<file path="src/rtl/codec_pkg.sv">
package codec_pkg;
  localparam int unsigned BYTE_W    = 8;
  localparam logic [7:0]  IDLE_BYTE = 8'h4A;
  localparam logic [7:0]  ESC_BYTE  = 8'h4D;
  localparam logic [7:0]  XOR_MASK  = 8'h20;
endpackage

</file>
<file path="src/rtl/codec_rst_sync.sv">
module codec_rst_sync #(
  parameter int unsigned STAGES = 2
) (
  input  logic clk,
  input  logic rst_n,
  output logic rst_n_sync
);
  logic [STAGES-1:0] chain_q;

  always_ff @(posedge clk or negedge rst_n) begin
    if (!rst_n) chain_q <= '0;
    else        chain_q <= {chain_q[STAGES-2:0], 1'b1};
  end

  assign rst_n_sync = chain_q[STAGES-1];
endmodule

</file>
<file path="src/rtl/codec_resv_det.sv">
module codec_resv_det #(
  parameter int unsigned  W    = 8,
  parameter logic [W-1:0] IDLE = 8'h4A,
  parameter logic [W-1:0] ESC  = 8'h4D
) (
  input  logic [W-1:0] value,
  output logic         is_idle,
  output logic         is_esc
);
  assign is_idle = (value == IDLE);
  assign is_esc  = (value == ESC);
endmodule

</file>
<file path="src/rtl/codec_rx.sv">
module codec_rx #(
  parameter int unsigned  W    = 8,
  parameter logic [W-1:0] IDLE = 8'h4A,
  parameter logic [W-1:0] ESC  = 8'h4D,
  parameter logic [W-1:0] MASK = 8'h20
) (
  input  logic         clk,
  input  logic         rst_n,
  input  logic         in_vld,
  input  logic [W-1:0] in_byte,
  output logic         out_vld,
  output logic [W-1:0] out_byte
);
  logic         esc_q, esc_d;
  logic         ov_q, ov_d;
  logic [W-1:0] ob_q, ob_d;
  logic         ob_en;
  logic         hit_idle, hit_esc;

  codec_resv_det #(.W(W), .IDLE(IDLE), .ESC(ESC)) i_det (
    .value   (in_byte),
    .is_idle (hit_idle),
    .is_esc  (hit_esc)
  );

  always_comb begin
    esc_d = esc_q;
    ov_d  = 1'b0;
    ob_d  = ob_q;
    if (in_vld) begin
      if (esc_q) begin
        esc_d = 1'b0;
        ov_d  = 1'b1;
        ob_d  = in_byte ^ MASK;
      end else if (hit_esc) begin
        esc_d = 1'b1;
      end else if (!hit_idle) begin
        ov_d  = 1'b1;
        ob_d  = in_byte;
      end
    end
  end

  assign ob_en = ov_d;

  always_ff @(posedge clk or negedge rst_n) begin
    if (!rst_n) begin
      esc_q <= 1'b0;
      ov_q  <= 1'b0;
    end else begin
      esc_q <= esc_d;
      ov_q  <= ov_d;
    end
  end

  always_ff @(posedge clk) begin
    if (ob_en) ob_q <= ob_d;
  end

  assign out_vld  = ov_q;
  assign out_byte = ob_q;

  // a bare idle byte never yields output
  p_drop_idle_r3: assert property (@(posedge clk) disable iff (!rst_n)
    (in_vld && !esc_q && in_byte == IDLE) |=> !out_vld);

  // an escape byte itself is silent and arms the flag
  p_esc_silent_r4: assert property (@(posedge clk) disable iff (!rst_n)
    (in_vld && !esc_q && in_byte == ESC) |=> (!out_vld && esc_q));

  // byte after escape is forwarded flipped
  p_unescape_r4: assert property (@(posedge clk) disable iff (!rst_n)
    (in_vld && esc_q) |=> (out_vld && out_byte == ($past(in_byte) ^ MASK) && !esc_q));

  // escape flag holds while no byte arrives
  p_esc_hold_r5: assert property (@(posedge clk) disable iff (!rst_n)
    (esc_q && !in_vld) |=> (esc_q && !out_vld));
endmodule

</file>
<file path="src/rtl/codec_tx.sv">
module codec_tx #(
  parameter int unsigned  W    = 8,
  parameter logic [W-1:0] IDLE = 8'h4A,
  parameter logic [W-1:0] ESC  = 8'h4D,
  parameter logic [W-1:0] MASK = 8'h20
) (
  input  logic         clk,
  input  logic         rst_n,
  input  logic         slot,
  input  logic         in_vld,
  input  logic [W-1:0] in_data,
  output logic         in_rdy,
  output logic [W-1:0] out_byte
);
  logic         pend_q, pend_d;
  logic [W-1:0] hold_q;
  logic         hold_en;
  logic         take;
  logic         hit_idle, hit_esc, reserved;

  codec_resv_det #(.W(W), .IDLE(IDLE), .ESC(ESC)) i_det (
    .value   (in_data),
    .is_idle (hit_idle),
    .is_esc  (hit_esc)
  );

  assign reserved = hit_idle | hit_esc;
  assign in_rdy   = slot & ~pend_q;
  assign take     = in_rdy & in_vld;
  assign hold_en  = take & reserved;

  always_comb begin
    if (pend_q)      out_byte = hold_q ^ MASK;
    else if (in_vld) out_byte = reserved ? ESC : in_data;
    else             out_byte = IDLE;
  end

  always_comb begin
    pend_d = pend_q;
    if (pend_q) begin
      if (slot) pend_d = 1'b0;
    end else if (hold_en) begin
      pend_d = 1'b1;
    end
  end

  always_ff @(posedge clk or negedge rst_n) begin
    if (!rst_n) pend_q <= 1'b0;
    else        pend_q <= pend_d;
  end

  always_ff @(posedge clk) begin
    if (hold_en) hold_q <= in_data;
  end

  // ready only within a slot
  p_rdy_in_slot_r10: assert property (@(posedge clk) disable iff (!rst_n)
    in_rdy |-> slot);

  // escape emitted in a slot is followed by a slot with ready low
  p_partner_blocks_r10: assert property (@(posedge clk) disable iff (!rst_n)
    (slot && in_vld && in_rdy && out_byte == ESC) |=> (!slot || !in_rdy));

  // partner slot never carries the idle byte
  p_no_idle_in_pair_r11: assert property (@(posedge clk) disable iff (!rst_n)
    (pend_q && slot) |-> (out_byte != IDLE));

  // pending partner is held with its byte across slot-less cycles
  p_pend_hold_r11: assert property (@(posedge clk) disable iff (!rst_n)
    (pend_q && !slot) |=> (pend_q && $stable(out_byte)));
endmodule

</file>
<file path="src/rtl/spi_byte_codec.sv">
module spi_byte_codec
  import codec_pkg::*;
#(
  parameter int unsigned   W    = BYTE_W,
  parameter logic [W-1:0]  IDLE = IDLE_BYTE,
  parameter logic [W-1:0]  ESC  = ESC_BYTE,
  parameter logic [W-1:0]  MASK = XOR_MASK,
  parameter int unsigned   SYNC_STAGES = 2
) (
  input  logic         clk,
  input  logic         rst_n,
  input  logic         rx_strobe,
  input  logic [W-1:0] rx_byte,
  output logic         rx_data_vld,
  output logic [W-1:0] rx_data,
  input  logic         tx_slot,
  output logic [W-1:0] tx_byte,
  input  logic         tx_data_vld,
  input  logic [W-1:0] tx_data,
  output logic         tx_data_rdy
);
  logic rst_n_s;

  codec_rst_sync #(.STAGES(SYNC_STAGES)) i_rst (
    .clk        (clk),
    .rst_n      (rst_n),
    .rst_n_sync (rst_n_s)
  );

  codec_rx #(.W(W), .IDLE(IDLE), .ESC(ESC), .MASK(MASK)) i_rx (
    .clk      (clk),
    .rst_n    (rst_n_s),
    .in_vld   (rx_strobe),
    .in_byte  (rx_byte),
    .out_vld  (rx_data_vld),
    .out_byte (rx_data)
  );

  codec_tx #(.W(W), .IDLE(IDLE), .ESC(ESC), .MASK(MASK)) i_tx (
    .clk      (clk),
    .rst_n    (rst_n_s),
    .slot     (tx_slot),
    .in_vld   (tx_data_vld),
    .in_data  (tx_data),
    .in_rdy   (tx_data_rdy),
    .out_byte (tx_byte)
  );
endmodule

</file>
<file path="config.mk">
export PLATFORM = sky130hd
export DESIGN_NAME = spi_byte_codec
export DESIGN_NICKNAME = d
export VERILOG_FILES = /design/src/rtl/codec_pkg.sv /design/src/rtl/codec_rst_sync.sv /design/src/rtl/codec_resv_det.sv /design/src/rtl/codec_rx.sv /design/src/rtl/codec_tx.sv /design/src/rtl/spi_byte_codec.sv
export SDC_FILE = /design/constraint.sdc
export NUM_CORES = 1
export LEC_CHECK = 0
export BUFFER_PORTS_ARGS = -buffer_cell sky130_fd_sc_hd__buf_2
export CAP_MARGIN = 25
export CORE_AREA = 2 2 46 48
export CTS_CLUSTER_DIAMETER = 100
export DETAILED_ROUTE_END_ITERATION = 12
export DIE_AREA = 0 0 48 50
export PLACE_DENSITY = 0.78
export SKIP_CTS_REPAIR_TIMING = 1
export SYNTH_ARGS = -nofsm -noshare
export SYNTH_HDL_FRONTEND = slang
export SYNTH_SLANG_ARGS = --single-unit
</file>
<file path="constraint.sdc">
create_clock -name clk -period 3.1 [get_ports clk]
set_input_delay 0.31 -clock clk [delete_from_list [all_inputs] [get_ports clk]]
set_output_delay 0.31 -clock clk [all_outputs]
set_load 0.01 [all_outputs]
</file>
==> out/summary.txt <==
RSZ-0062 raised after global routing: false
CTS sink count: 21
Period Utilization, post-route: 0.645
Post-synthesis cell area: 883 um2
DR WL met3: 59 um
I/O pins: 39
Routed wl met2: 891 um
Synth cell types: 29
Top post-synthesis cells by area: edfxtp_1 54%, dfrtp_1 14%, a22o_1 3.0%
Sequential Power Share: 0.623
Min Tclk post-route: 2.00 ns
Critical path type: reg -> out
Asr flop ratio synth: 0.238
Arrival @ worst endpoint: 1.69 ns
GRT Residual Overflow: 0
Post-synthesis cell count: 64
First-pass GRT wire length: 2730 um
VDD IR-drop max: 0.000323 V
Main flop type after synthesis: edfxtp_1
Pleak: 0.000503 uW
Comb pwr share: 0.123
Post-synth EDFFs: 16
Gpl congestion: 0.820
Drt via density: 5.16
NetSw: 118 uW
Die area: 2400 um2
Chip Width: 48 um
Worst-margin pin slew: 0.767 ns
Worst skew pair latency: 0.30 ns
Largest net degree at the start of global routing: 13
1st-iter DRT viols: 14
Core Region: 1900 um2
Number of global-route vias before repair: 654
Root buf cell: clkbuf_4
Vias post-DR: 681
Internal power: 392 uW
Sequential element share of the synthesized area: 0.686
Initial antenna violation count: 0
Initial Util: 0.464
Crit. End Element: output pin
Final count of pins violating max slew: 0
Cell depth of the worst flop-to-flop path: 2
Layout cells sized above 1: 0.410
R2r setup slk: 1.31 ns
Die Y-Extent: 50 um
Residual DRC: 0
Design area: 1140 um2
Fin nets: 127
Final setup TNS: 0 ns
Met1 WL: 734 um
Max Used Layer: met4
Synth warn: 0
Layout Area Growth over Synthesis: 28.6%
Port bufs: 38
Final Hold Violating Endpoints: 0
TritonCTS buffer count: 3
Avg Inst Size Synth: 13.8 um2
Final ANT Viol Nets: 0
Max-cap viol count: 0
Drt pass-1 iters: 4
CP startpoint kind: register
Top-area cell type share of the netlist area: 0.544
Clock Path Buffers: 2
Post-synth top cells: 16 x edfxtp_1, 5 x dfrtp_1, 4 x o21ai_0
Tot GR Track Use: 0.161
H-tree Lvls: 1
# fillers: 159
Fmax achieved: 500 MHz
CTS tree: done
Net Sw Frac: 0.232
DR WL/cell: 12.9 um
Hold Path Class: reg -> async
PwrDens: 449 nW/um2
Outcome: completed
Core Rows: 16
Slew HR: 0.489
Clock power frac: 0.254
Synth Register Bits: 21
Worst-path clk slew: 0.12 ns
Top-count cell post-synth: edfxtp_1
Worst EP required: 2.79 ns
WL final: 1710 um
Clock Skew: 0.0101 ns
Antenna diodes: 0
Synth area leader: edfxtp_1
Area after DPL: 1100 um2
Detailed placement HPWL: 1350 um
Crit-path max FO: 10
Syn nets: 85
Final setup fails: 0
-- through the flow --
step                      cells  power [uW]  worst slack (ns)  hold WS [ns]   util
after floorplan              64         351              1.52        0.0144      -
after global placement      127         384              1.30        0.0370  0.578
after detailed placement    127         386              1.27        0.0412  0.578
after CTS                   131         516              1.10        -0.246  0.592
after global routing        132         535             0.898        0.0578  0.597
final                       132         510              1.10        0.0357  0.597
-- power groups by stage --
| stage | Combinational, uW | Clock, uW | Sequential (uW) |
|---|---|---|---|
| 6_report | 62.8 | 129 | 318 |
| 5_1_grt | 69.8 | 147 | 319 |
| 4_1_cts | 62.2 | 136 | 318 |
| 3_5_place_dp | 62.1 | 0 | 324 |
| 3_3_place_gp | 60.8 | 0 | 323 |
| 2_1_floorplan | 21.6 | 0 | 329 |
-- cells in the final DEF (no fill, tap or decap), types with 2 or more instances in the layout --
master	netlist	routed
buf_2	1	38
edfxtp_1	16	16
dfrtp_1	5	5
o21ai_0	4	4
inv_1	3	3
a22o_1	3	3
a21oi_1	3	3
nand3b_1	3	3
nor2_1	3	3
clkbuf_4	0	3
nor2b_1	2	2
a22oi_1	2	2
nand2b_1	2	2
-- cells by family (layout without fill, tap and decap cells) --
group,after synthesis,after routing,share of synthesized area
compound gates,17,17,0.130
simple gates,19,19,0.147
flops,21,21,0.686
other cells,1,1,0.00425
buf+inv,5,46,0.0227
xor+xnor,1,1,0.00992
-- path summary, 6_finish.rpt --
path                                  start          endpoint
min                        i_rst.chain_q[1]        i_rx.esc_q
min in group clk                 rx_byte[6]  i_rx.out_byte[6]
max                             i_tx.pend_q        tx_byte[0]
min reg2reg                i_rst.chain_q[1]        i_rx.esc_q
max reg2reg                     i_tx.pend_q    i_tx.hold_q[5]
max in group asynchronous             rst_n  i_rst.chain_q[1]
-- sequential cells by signal, summed over array words and instances (netlist names) --
name and cells:
i_tx.pend_q 1, i_rx.out_vld 1, i_rx.esc_q 1, i_rx.out_byte 8
i_rst.chain_q 2, i_tx.hold_q 8
-- worst max-delay path, cell delays in order (launching register included) --
cell and delay (ns):
dfrtp_1 0.49, nor2b_1 0.47, nand3b_1 0.12, o21ai_0 0.16
buf_2 0.15
-- routing by layer --
| metal | GRT usage | vias to the layer above |
|---|---|---|
| met2 | 0.258 | 16 |
| li1 | - | 328 |
| met3 | 0.0330 | 2 |
| met5 | 0 | - |
| met4 | 0.0811 | 0 |
| met1 | 0.197 | 335 |
-- layout make-up --
class	instances	area [um2]	area share
clock inverter	1	5.00	0.00441
sequential	21	606	0.533
tap	27	33.8	0.0297
clock buffer	3	22.5	0.0198
multi-input combinational	38	258	0.227
inverter	3	11.3	0.00991
timing repair buffer	39	200	0.176
No activity file was read; power rests on OpenSTA's default activity.
